<file path="src/rtl/cohd_pkg.sv">
package cohd_pkg;
    typedef enum logic [1:0] {
        PH_IDLE = 2'd0,
        PH_SUM  = 2'd1,
        PH_DIV  = 2'd2
    } cohd_phase_e;
endpackage

</file>
<file path="src/rtl/cohd_peak_store.sv">
module cohd_peak_store #(
    parameter int NUM_FN = 15,
    parameter int W      = 8,
    parameter int IDXW   = $clog2(NUM_FN + 1)
) (
    input  logic            clk,
    input  logic            rst_n,
    input  logic            wr_en,
    input  logic [IDXW-1:0] wr_idx,
    input  logic            wr_trap,
    input  logic [W-1:0]    wr_b,
    input  logic [W-1:0]    wr_c,
    input  logic [IDXW-1:0] rd_idx,
    output logic [W-1:0]    rd_peak
);
    logic [W:0]   mid_sum;
    logic [W-1:0] new_peak;
    logic [W-1:0] peak_d [NUM_FN];
    logic [W-1:0] peak_q [NUM_FN];

    always_comb begin
        mid_sum  = {1'b0, wr_b} + {1'b0, wr_c};
        new_peak = wr_trap ? mid_sum[W:1] : wr_b;
    end

    for (genvar i = 0; i < NUM_FN; i++) begin : g_entry
        always_comb begin
            peak_d[i] = peak_q[i];
            if (wr_en && (wr_idx == IDXW'(i))) begin
                peak_d[i] = new_peak;
            end
        end

        always_ff @(posedge clk or negedge rst_n) begin
            if (!rst_n) peak_q[i] <= '0;
            else        peak_q[i] <= peak_d[i];
        end
    end

    always_comb begin
        rd_peak = '0;
        for (int j = 0; j < NUM_FN; j++) begin
            if (rd_idx == IDXW'(j)) rd_peak = peak_q[j];
        end
    end
endmodule

</file>
<file path="src/rtl/cohd_divstep.sv">
module cohd_divstep #(
    parameter int DENW = 12
) (
    input  logic [DENW-1:0] rem_i,
    input  logic            bit_i,
    input  logic [DENW-1:0] den_i,
    output logic [DENW-1:0] rem_o,
    output logic            q_o
);
    logic [DENW:0] trial;
    logic [DENW:0] diff;

    always_comb begin
        trial = {rem_i, bit_i};
        diff  = trial - {1'b0, den_i};
        if (trial >= {1'b0, den_i}) begin
            q_o   = 1'b1;
            rem_o = diff[DENW-1:0];
        end else begin
            q_o   = 1'b0;
            rem_o = trial[DENW-1:0];
        end
    end
endmodule

</file>
<file path="src/rtl/cohd_defuzz.sv">
module cohd_defuzz
    import cohd_pkg::*;
#(
    parameter int NUM_FN = 15,
    parameter int W      = 8,
    parameter int IDXW   = $clog2(NUM_FN + 1)
) (
    input  logic                clk,
    input  logic                rst_n,
    input  logic                shape_we,
    input  logic [IDXW-1:0]     shape_idx,
    input  logic                shape_trap,
    input  logic [4*W-1:0]      shape_word,
    input  logic [NUM_FN*W-1:0] strengths,
    input  logic                start,
    output logic                ready,
    output logic                done,
    output logic                none_fired,
    output logic [31:0]         crisp_word
);
    localparam int ACCW = 2 * W + IDXW;
    localparam int DENW = W + IDXW;
    localparam int CNTW = $clog2(ACCW + 1);

    typedef struct packed {
        cohd_phase_e         ph;
        logic [IDXW-1:0]     idx;
        logic [CNTW-1:0]     cnt;
        logic [ACCW-1:0]     num;
        logic [DENW-1:0]     den;
        logic [DENW-1:0]     rem;
        logic [NUM_FN*W-1:0] str;
        logic [W-1:0]        crisp;
        logic                none;
        logic                done;
    } cohd_state_t;

    cohd_state_t st_d, st_q;

    logic [W-1:0]    peak_rd;
    logic [W-1:0]    cur_str;
    logic [2*W-1:0]  prod;
    logic [ACCW-1:0] num_sum;
    logic [DENW-1:0] den_sum;
    logic [DENW-1:0] rem_nx;
    logic            q_bit;
    logic [ACCW-1:0] quot;

    cohd_peak_store #(.NUM_FN(NUM_FN), .W(W), .IDXW(IDXW)) u_peaks (
        .clk     (clk),
        .rst_n   (rst_n),
        .wr_en   (shape_we && (st_q.ph == PH_IDLE)),
        .wr_idx  (shape_idx),
        .wr_trap (shape_trap),
        .wr_b    (shape_word[3*W-1:2*W]),
        .wr_c    (shape_word[2*W-1:W]),
        .rd_idx  (st_q.idx),
        .rd_peak (peak_rd)
    );

    cohd_divstep #(.DENW(DENW)) u_step (
        .rem_i (st_q.rem),
        .bit_i (st_q.num[ACCW-1]),
        .den_i (st_q.den),
        .rem_o (rem_nx),
        .q_o   (q_bit)
    );

    always_comb begin
        st_d      = st_q;
        st_d.done = 1'b0;
        cur_str   = st_q.str[W-1:0];
        prod      = peak_rd * cur_str;
        num_sum   = st_q.num + ACCW'(prod);
        den_sum   = st_q.den + DENW'(cur_str);
        quot      = {st_q.num[ACCW-2:0], q_bit};

        unique case (st_q.ph)
            PH_IDLE: begin
                if (start) begin
                    st_d.ph  = PH_SUM;
                    st_d.idx = '0;
                    st_d.num = '0;
                    st_d.den = '0;
                    st_d.str = strengths;
                end
            end
            PH_SUM: begin
                st_d.num = num_sum;
                st_d.den = den_sum;
                st_d.str = st_q.str >> W;
                st_d.idx = st_q.idx + 1'b1;
                if (st_q.idx == IDXW'(NUM_FN - 1)) begin
                    if (den_sum == '0) begin
                        st_d.ph    = PH_IDLE;
                        st_d.crisp = '0;
                        st_d.none  = 1'b1;
                        st_d.done  = 1'b1;
                    end else begin
                        st_d.ph  = PH_DIV;
                        st_d.cnt = CNTW'(ACCW - 1);
                        st_d.rem = '0;
                    end
                end
            end
            PH_DIV: begin
                st_d.rem = rem_nx;
                st_d.num = quot;
                st_d.cnt = st_q.cnt - 1'b1;
                if (st_q.cnt == '0) begin
                    st_d.ph    = PH_IDLE;
                    st_d.none  = 1'b0;
                    st_d.done  = 1'b1;
                    st_d.crisp = (quot > ACCW'({W{1'b1}})) ? {W{1'b1}} : quot[W-1:0];
                end
            end
            default: st_d.ph = PH_IDLE;
        endcase
    end

    always_ff @(posedge clk or negedge rst_n) begin
        if (!rst_n) begin
            st_q    <= '0;
            st_q.ph <= PH_IDLE;
        end else begin
            st_q <= st_d;
        end
    end

    assign ready      = (st_q.ph == PH_IDLE);
    assign done       = st_q.done;
    assign none_fired = st_q.none;
    assign crisp_word = {{(32 - W){1'b0}}, st_q.crisp};
endmodule

</file>
<file path="config.mk">
export PLATFORM = sky130hd
export DESIGN_NAME = cohd_defuzz
export DESIGN_NICKNAME = d
export VERILOG_FILES = /design/src/rtl/cohd_pkg.sv /design/src/rtl/cohd_peak_store.sv /design/src/rtl/cohd_divstep.sv /design/src/rtl/cohd_defuzz.sv
export SDC_FILE = /design/constraint.sdc
export NUM_CORES = 1
export LEC_CHECK = 0
export CAP_MARGIN = 20
export CORE_MARGIN = 1
export CORE_UTILIZATION = 55
export CTS_CLUSTER_SIZE = 24
export DETAILED_ROUTE_END_ITERATION = 6
export MAX_ROUTING_LAYER = met4
export PLACE_DENSITY = 0.89
export SYNTH_ARGS = -nofsm -noshare
export SYNTH_HDL_FRONTEND = slang
export SYNTH_SLANG_ARGS = --single-unit
</file>
<file path="constraint.sdc">
create_clock -name clk -period 8.45 [get_ports clk]
set_input_delay 1.2675 -clock clk [delete_from_list [all_inputs] [get_ports clk]]
set_output_delay 1.2675 -clock clk [all_outputs]
set_load 0.01 [all_outputs]
</file>
# Yosys cells after proc, flatten, opt, wreduce, memory -nomap -nowiden
# Index checks and enable logic that the tools add are counted.
[classes]
add_sub_neg = 6
n_mul = 1
div_mod_pow = 0
magnitude_cmp = 2
n_eq_ne = 35
shifts = 0
mux = 40
n_bitwise = 0
n_reduce_logical = 29
[op_table]
columns = ["cell", "n"]
rows = [
  ["one-hot mux 120 bit (2 select lines)", 1],
  ["2-to-1 mux 8 bit", 17],
  ["2-to-1 mux 120 bit", 1],
  ["one-hot mux 20 bit (3 select lines)", 1],
  ["== test 4 bit, second input constant", 14],
  ["one-hot mux 12 bit (2 select lines)", 2],
  ["2-to-1 mux 12 bit", 3],
  ["== test 4 x 3 -> 1 bit, second input constant", 8],
  ["2-to-1 mux 32 bit", 1],
  ["2-to-1 mux 10 bit", 3],
  ["adder 20 x 16 -> 20 bit", 1],
  ["> comparator 20 x 8 -> 1 bit, second input constant", 1],
  ["one-hot mux 10 bit (2 select lines)", 1],
  ["== test 4 x 2 -> 1 bit, second input constant", 4],
  ["logical AND 1 bit", 16],
  ["multiplier 8 x 8 -> 16 bit", 1],
  ["greater-or-equal comparator 13 x 12 -> 1 bit", 1],
  ["adder 12 x 8 -> 12 bit", 1],
  ["zero test 12 bit", 1],
  ["subtractor 12 bit", 1],
  ["2-to-1 mux 5 bit", 2],
  ["inequality test 2 bit, second input constant", 5],
  ["one-hot mux 5 bit (2 select lines)", 1],
  ["adder 8 x 8 -> 9 bit", 1],
  ["other kinds (18)", 25],
]
[word_totals]
reg_bits = 305
latch_bits = 0
mem_bits_rw = 0
mem_bits_ro = 0
inputBits = 161
out_inout_bits = 35
word_cells = 138
n_memories = 0

# Logic depth before layout (Yosys ltp)
# Gate-level depths: netlist of the first run.
[depth]
depth_word = 19
depth_mapped = 30
mapped_depth_nobuf = 28

# Hierarchy
# Synthesis of the first run repeated with hierarchy kept, for this count alone.
[unflattened]
hier_cells = 2114
area_unflattened_um2 = 19561.3
[by_module_without_submodules]
columns = ["module", "n_inst", "cells_each", "area_each_um2", "seq_area_each_um2"]
rows = [
  ["cohd_defuzz", 1, 1358, 12489.5, 4629.4],
  ["cohd_peak_store", 1, 645, 6217.2, 3002.9],
  ["cohd_divstep", 1, 111, 854.6, 0.0],
]

# Worst setup path before layout of the first run
# No wires, ideal clock.
[synth_timing]
kind = "reg2reg"
startpoint = "reg st_q[180] in the netlist's numbering"
endpoint = "reg st_q[173] in the netlist's numbering"
setup_ns = 0.122
arrival_ns = 6.445
required_ns = 8.328
slack_ns = 1.884
path_stages_with_launch = 26
path_buffers = 3
period_less_slack_ns = 6.566
path_cell_list = "dfrtp_1 > inv_1 > ha_1 > buf_2 > buf_2 > buf_1 > o211ai_1 > o211ai_1 > a21oi_1 > a2111oi_0 > o22ai_1 > and2_1 > fa_1 > inv_1 > fa_1 > fa_1 > fa_1 > inv_1 > ha_1 > or3_1 > o2111ai_1 > a21oi_1 > o31ai_1 > xnor2_1 > o221ai_1 > a32o_1"
[synth_between]
elab_chain_len = 19
[synth_lines]
columns = ["element", "line_no", "text"]
rows = [
  ["start: declaration", "cohd_defuzz.sv:38", "cohd_state_t st_d, st_q;"],
  ["start signal: assignment", "cohd_defuzz.sv:126", "st_q <= st_d;"],
  ["zero test 4 bit", "cohd_peak_store.sv:43", "if (rd_idx == IDXW'(j)) rd_peak = peak_q[j];"],
  ["2-to-1 mux 8 bit (14 in series)", "cohd_peak_store.sv:43", ""],
  ["2-to-1 mux 8 bit *", "cohd_peak_store.sv:43", ""],
  ["multiplier 8 x 8 -> 16 bit *", "cohd_defuzz.sv:73", "prod = peak_rd * cur_str;"],
  ["adder 20 x 16 -> 20 bit *", "cohd_defuzz.sv:74", "num_sum = st_q.num + ACCW'(prod);"],
  ["one-hot mux 20 bit (3 select lines) *", "cohd_defuzz.sv:78", "unique case (st_q.ph)"],
]
# Mark *: on every way between the ends. The rest lies on a longest branch, timed or not.
# A chain may end at the register's enable or synchronous reset.

# Worst setup path in the final report of the first run
[layout_timing]
startpoint = "reg st_q[180] in the netlist's numbering"
endpoint = "reg st_q (netlist bit quot[17])"
# The elaborated chain is that of the path after synthesis.

==> results of run 1 <==
registers in the layout, summed over array words and instances (netlist names):
| name | flops |
|---|---|
| crisp_word | 8 |
| cur_str | 8 |
| done | 1 |
| none_fired | 1 |
| quot | 19 |
| st_q | 148 |
| u_peaks.peak_q | 120 |
Yosys cell counts, drive strengths merged (2+ instances only):
| master | n | area (µm²) |
|---|---|---|
| a22oi | 10 | 75.1 |
| nor3 | 19 | 95.1 |
| nor2 | 121 | 457 |
| fa | 53 | 1060 |
| ha | 77 | 963 |
| nand4 | 9 | 62.6 |
| o2111ai | 3 | 26.3 |
| o311ai | 2 | 17.5 |
| nor2b | 25 | 156 |
| a21oi | 126 | 634 |
| o21ai | 206 | 1030 |
| o21bai | 3 | 22.5 |
| mux2 | 18 | 203 |
| nand3 | 21 | 105 |
| nor4 | 7 | 50.1 |
| a21boi | 3 | 22.5 |
| clkbuf | 94 | 353 |
| a2111oi | 7 | 61.3 |
| mux2i | 122 | 1220 |
| o31ai | 25 | 201 |
| or3 | 5 | 31.3 |
| o21a | 6 | 45.0 |
| xor2 | 11 | 96.3 |
| a221o | 9 | 90.1 |
| o22ai | 33 | 206 |
| or2 | 5 | 31.3 |
| a22o | 17 | 149 |
| buf | 45 | 317 |
| o211ai | 29 | 218 |
| xnor2 | 20 | 175 |
| a211oi | 4 | 30.0 |
| or4 | 3 | 22.5 |
| a21o | 8 | 60.1 |
| a221oi | 11 | 103 |
| inv | 145 | 544 |
| and2 | 37 | 231 |
| dfrtp | 305 | 7630 |
| a31oi | 3 | 18.8 |
| nand2b | 14 | 87.6 |
| nand2 | 293 | 1100 |
| and3 | 9 | 57.6 |
final timing paths:
check | slack [ps] | end | depth (start not counted) | startpoint
setup / recovery | 560 | quot[17]$_DFFE_PN0P_ | 25 | st_q[180]$_DFFE_PN0P_
hold / removal | 480 | u_peaks.peak_q[114]$_DFFE_PN0P_ | 2 | u_peaks.peak_q[114]$_DFFE_PN0P_
setup reg to reg | 560 | quot[17]$_DFFE_PN0P_ | 25 | st_q[180]$_DFFE_PN0P_
hold reg to reg | 480 | u_peaks.peak_q[114]$_DFFE_PN0P_ | 2 | u_peaks.peak_q[114]$_DFFE_PN0P_
max in group asynchronous | 6330 | st_q[78]$_DFFE_PN0P_ | 2 | rst_n
min in group asynchronous | 720 | st_q[177]$_DFFE_PN0P_ | 1 | rst_n
power groups by stage:
stage	clock, mW	combinational [mW]	sequential (mW)
global placement	0	4.87	2.52
global route	1.55	5.89	2.63
floorplan	0	4.01	2.39
finish	1.48	5.27	2.56
CTS	1.50	5.21	2.55
detailed placement	0	5.13	2.56
cell type report:
type,instances,area [µm²]
inverter,146,548
sequential,305,7630
multi-input combinational,1416,9520
timing repair buffer,186,1820
tap,442,553
clock buffer,34,817
clock inverter,23,285
fill,2381,11400
antenna,2,5.00
worst max-delay path, stage by stage (launching register included):
cell       delay [ps]
dfrtp_1           410
inv_1             110
ha_1              680
buf_4             320
a221oi_1          110
o31ai_1           250
o211ai_1          150
a21oi_1           210
a2111oi_0         100
o22ai_1           770
and2_1            270
fa_1              430
fa_1              530
fa_1              560
inv_1              70
fa_1              520
inv_1              40
ha_1              230
or3_1             420
nor2_1            100
o21ai_0           150
a41oi_1           390
nor2_1            100
nor3_1            340
xor2_1            110
o311ai_0          350
kinds of logic (layout without fill, tap and decap cells):
group,Yosys count,count (layout),synth area share [%]
adder cells (fa/ha/maj),130,130,11.1
buffers and inverters,285,389,6.67
AND/OR/NAND/NOR,572,572,13.8
flip-flops,305,305,41.8
XOR/XNOR,31,31,1.49
AO/OA/AOI/OAI,519,519,17.2
multiplexers,140,140,7.81
other,1,26,0.0206
per-layer routing:
layer / share of wire (%) / track usage [%]
met1: 41 / 36.2
met2: 49 / 45.4
met3: 5.9 / 3.60
met4: 4.1 / 11.0
met5: 0 / -
per-stage QoR:
step                cell area (µm²)  worst slack [ps]  utilization, %
floorplan                     18300              1880               -
global placement              20000               920            61.4
detailed placement            20000               659            61.4
global route                  21200              78.4            64.9
finish                        21200               556            64.9
CTS                           21100               587            64.8
layout by cell type, fill, tap and decap left out, drive strengths merged, types with 10 or more instances in the layout:
cell type	count
nand3	21
a221oi	11
clkbuf	34
clkinv	13
o211ai	29
clkdlybuf4s50	154
and2	37
o31ai	25
mux2i	122
a21oi	126
nor2	121
a22o	17
conb	24
ha	77
buf	32
inv	148
fa	53
nand2	293
nand2b	14
mux2	18
xor2	11
a22oi	10
nor2b	25
xnor2	20
nor3	19
dfrtp	305
o21ai	206
o22ai	33
==> run summary, run 1 <==
Result of the run -> finished clean
Max transition margin -> 26.8%
Final Hold Fails -> 0
Mapped Area -> 18200 µm²
Net switching power -> 4.21 mW
Clock share of power -> 15.9%
Hold/Removal Path Class -> flip-flop to flip-flop
Die H -> 184 µm
Final HPWL DP -> 32300 µm
TNS Setup -> 0 ps
Final Skew -> 12.5 ps
Cells after synthesis -> 1983
Yosys cell types -> 74
Area delta synth->final -> 16.1%
Post-CTS Setup Repair Bufs -> 0
Worst Tran Pin Value -> 1090 ps
H-tree depth -> 1
Final setup vio count -> 0
Crit Path Category -> flip-flop to flip-flop
WL/cell -> 18.2 µm
Critical path peak fanout -> 20
RSZ-0062 raised after global routing -> false
Pwr per Cell Area -> 439 nW/µm²
Max clock buf depth -> 3
Comb pwr share -> 56.6%
Vias -> 15100
Critical Path Source Type -> flip-flop
Overall routing resource usage -> 28.1%
Final estimated routing congestion in global placement -> 0.902
Slew Viols, Final -> 0
Largest net degree at the start of global routing -> 121
Post-Place Cells -> 2493
Mean Syn Cell Area -> 9.20 µm²
Final min period -> 7890 ps
Worst-case vdd ir drop -> 0.421 mV
Layout cell share with drive strength beyond 1 -> 6.02%
Internal Power -> 5.09 mW
Die W -> 184 µm
IO buf count -> 155
CTS clk-pin slew, worst paths -> 60 ps
Pwr Total -> 9.31 mW
Critical Path AT -> 8330 ps
CTS tree -> built
Period utilization -> 93.4%
IO Pins -> 196
Global-route wire length before repair -> 74100 µm
Max cap viols -> 0
Root buffer cell -> clkbuf_16
EDFF count, synth -> 0
Die ar. -> 33900 µm²
Switch share -> 45.3%
Fin nets -> 2377
Worst setup EP type -> flip-flop
Vias per inst -> 5.92
DRT iter0 DRCs -> 1290
Synth Flop Type -> dfrtp_1
Post-CTS Resized -> 0
Grt ovf -> 0
FP Rows -> 66
Worst-Skew Late Latency -> 580 ps
Core area -> 32600 µm²
Ys async rst share -> 100%
TritonCTS Sinks -> 305
DRC viols -> 0
Sequential power share -> 27.5%
YS warnings -> 0
TritonCTS buffer count -> 31
Post-Route WL -> 46400 µm
Register area share after synthesis -> 41.8%
Hold buffers post-CTS -> 0
Post-synthesis register bit count -> 305
Final hold slack -> 479 ps
First drt pass iteration count -> 5
Via count of the first global-routing pass -> 14700
Initial antenna violation count -> 2
CP required -> 8890 ps
Fin cells -> 2554
Antenna Nets Post-Route -> 0
Starting Density -> 55.9%
Pleak -> 9.54 nW
Maximum clock frequency -> 127 MHz
Power figures use the tool's default switching activity.
==> inputs of run 2 (changes only) <==
--- a/config.mk
+++ b/config.mk
@@ -11,7 +11,7 @@
 export CTS_CLUSTER_SIZE = 24
 export DETAILED_ROUTE_END_ITERATION = 6
 export MAX_ROUTING_LAYER = met4
-export PLACE_DENSITY = 0.89
+export PLACE_DENSITY_LB_ADDON = 0.05
 export SYNTH_ARGS = -nofsm -noshare
 export SYNTH_HDL_FRONTEND = slang
 export SYNTH_SLANG_ARGS = --single-unit
==> run summary, run 2 (synthesis results as in run 1) <==
Worst Tran Pin Value -> 1020 ps
Pwr Total -> 9.17 mW
H-tree depth -> 2
First drt pass iteration count -> 7
Final setup vio count -> 0
Hold path start -> u_peaks.peak_q[115]$_DFFE_PN0P_
Critical path peak fanout -> 19
Reg2reg setup slack -> 660 ps
Vias -> 14300
Slew Viols, Final -> 0
Critical Path AT -> 8200 ps
Vias per inst -> 5.60
Initial antenna violation count -> 1
Overall routing resource usage -> 27.2%
Maximum clock frequency -> 128 MHz
FP Rows -> 66
WL/cell -> 17.1 µm
CTS tree -> built
Post-Route WL -> 43800 µm
Most common cell after layout, fill and taps aside -> dfrtp_1
Die W -> 184 µm
Pleak -> 9.60 nW
Period utilization -> 92.2%
Crit Path Category -> flip-flop to flip-flop
Area of the multi-input gates -> 9520 µm²
Largest net degree at the start of global routing -> 169
Final Hold Fails -> 0
Largest register FFs -> 148
Final Skew -> 16.9 ps
Post-CTS Resized -> 0
Most frequent cells in the layout -> dfrtp_1, nand2_1, o21ai_0, clkdlybuf4s50_1, inv_1
Die H -> 184 µm
Starting Density -> 55.9%
Final estimated routing congestion in global placement -> 0.912
Biggest register -> st_q
DRT iter0 DRCs -> 846
Register area -> 7630 µm²
Placed inst area -> 20100 µm²
Max clock buf depth -> 3
DRC viols -> 0
Hold/Removal Path Class -> flip-flop to flip-flop
IO buf count -> 155
Max cap viols -> 0
Layout cell share with drive strength beyond 1 -> 6.04%
Antenna Nets Post-Route -> 0
Worst setup EP type -> flip-flop
Grt ovf -> 0
CP required -> 8860 ps
Hold buffers post-CTS -> 0
Fin nets -> 2384
Core area -> 32600 µm²
Worst-Skew Late Latency -> 530 ps
Pwr per Cell Area -> 431 nW/µm²
TritonCTS buffer count -> 36
RR Startpoint -> st_q[180]$_DFFE_PN0P_
Post-CTS Setup Repair Bufs -> 0
Final Instance Area -> 21300 µm²
Max transition margin -> 31.6%
IO Pins -> 196
Slowest Stage Delay on Critical Path -> 670 ps
Final min period -> 7790 ps
Crit-path slowest cell -> ha_1
Global-route wire length before repair -> 71500 µm
Crit path launch -> st_q[180]$_DFFE_PN0P_
Via count of the first global-routing pass -> 13900
Result of the run -> finished clean
Cell mode on critical path -> fa_1
Final HPWL DP -> 31300 µm
TNS Setup -> 0 ps
Root buffer cell -> clkbuf_16
Fillers -> 2787
Crit-path cells -> inv_1 > ha_1 > nor2b_1 > a221oi_1 > o31ai_1 > o211ai_1 > a21oi_1 > a2111oi_0 > o22ai_1 > and2_1 > fa_1 > fa_1 > fa_1 > inv_1 > fa_1 > inv_1 > ha_1 > or3_1 > o2111ai_1 > a21oi_1 > o31ai_1 > xnor2_1 > o221ai_1 > a32o_1
Worst-case vdd ir drop -> 0.272 mV
Critical Path Source Type -> flip-flop
Die ar. -> 33900 µm²
TritonCTS Sinks -> 305
CTS clk-pin slew, worst paths -> 60 ps
RSZ-0062 raised after global routing -> false
Area delta synth->final -> 16.7%
==> run 2: worst paths after layout <==
kind / to / cells past startpoint
worst max-delay path: st_q[173]$_DFFE_PN0P_ / 24
worst min-delay path: u_peaks.peak_q[115]$_DFFE_PN0P_ / 2
worst max register to register: st_q[173]$_DFFE_PN0P_ / 24
worst min register to register: u_peaks.peak_q[115]$_DFFE_PN0P_ / 2
max in group asynchronous: u_peaks.peak_q[97]$_DFFE_PN0P_ / 2
min in group asynchronous: st_q[140]$_DFFE_PN0P_ / 1
==> run 2: final cells by class <==
cell class | count | share of cell area, %
Tap cell | 442 | 2.60
Antenna cell | 2 | 0.0235
Timing Repair Buffer | 188 | 8.57
Clock buffer | 56 | 5.16
Clock inverter | 8 | 0.459
Inverter | 146 | 2.58
Sequential cell | 305 | 35.9
Multi-Input combinational cell | 1416 | 44.7
==> run 2: layer usage <==
metal | GRT usage [%] | part of all wire [%]
met5 | - | 0
met3 | 3.48 | 3.9
met1 | 36.7 | 46
met2 | 43.3 | 47
met4 | 7.60 | 2.4
==> run 2: through the flow <==
stage	hold WS [ps]	setup WS, ps	util (%)	cells
after global routing	502	204	65.2	2562
after floorplan	442	1880	-	2006
after global placement	460	858	61.5	2496
after CTS	478	735	65.2	2560
after detailed placement	465	748	61.5	2496
final	472	659	65.2	2563
==> run 2: power breakdown <==
part	internal [mW]	switching (mW)
logic	2.11	2.96
registers	2.10	0.452
clock network	0.931	0.626
==> run 2: critical path, delay by kind of cell (launching register included) <==
kind	cells	cell delay [ps]
simple gates	3	840
buf+inv	3	210
fa+ha+maj	6	2960
compound gates	11	3070
flops	1	420
xor+xnor	1	160
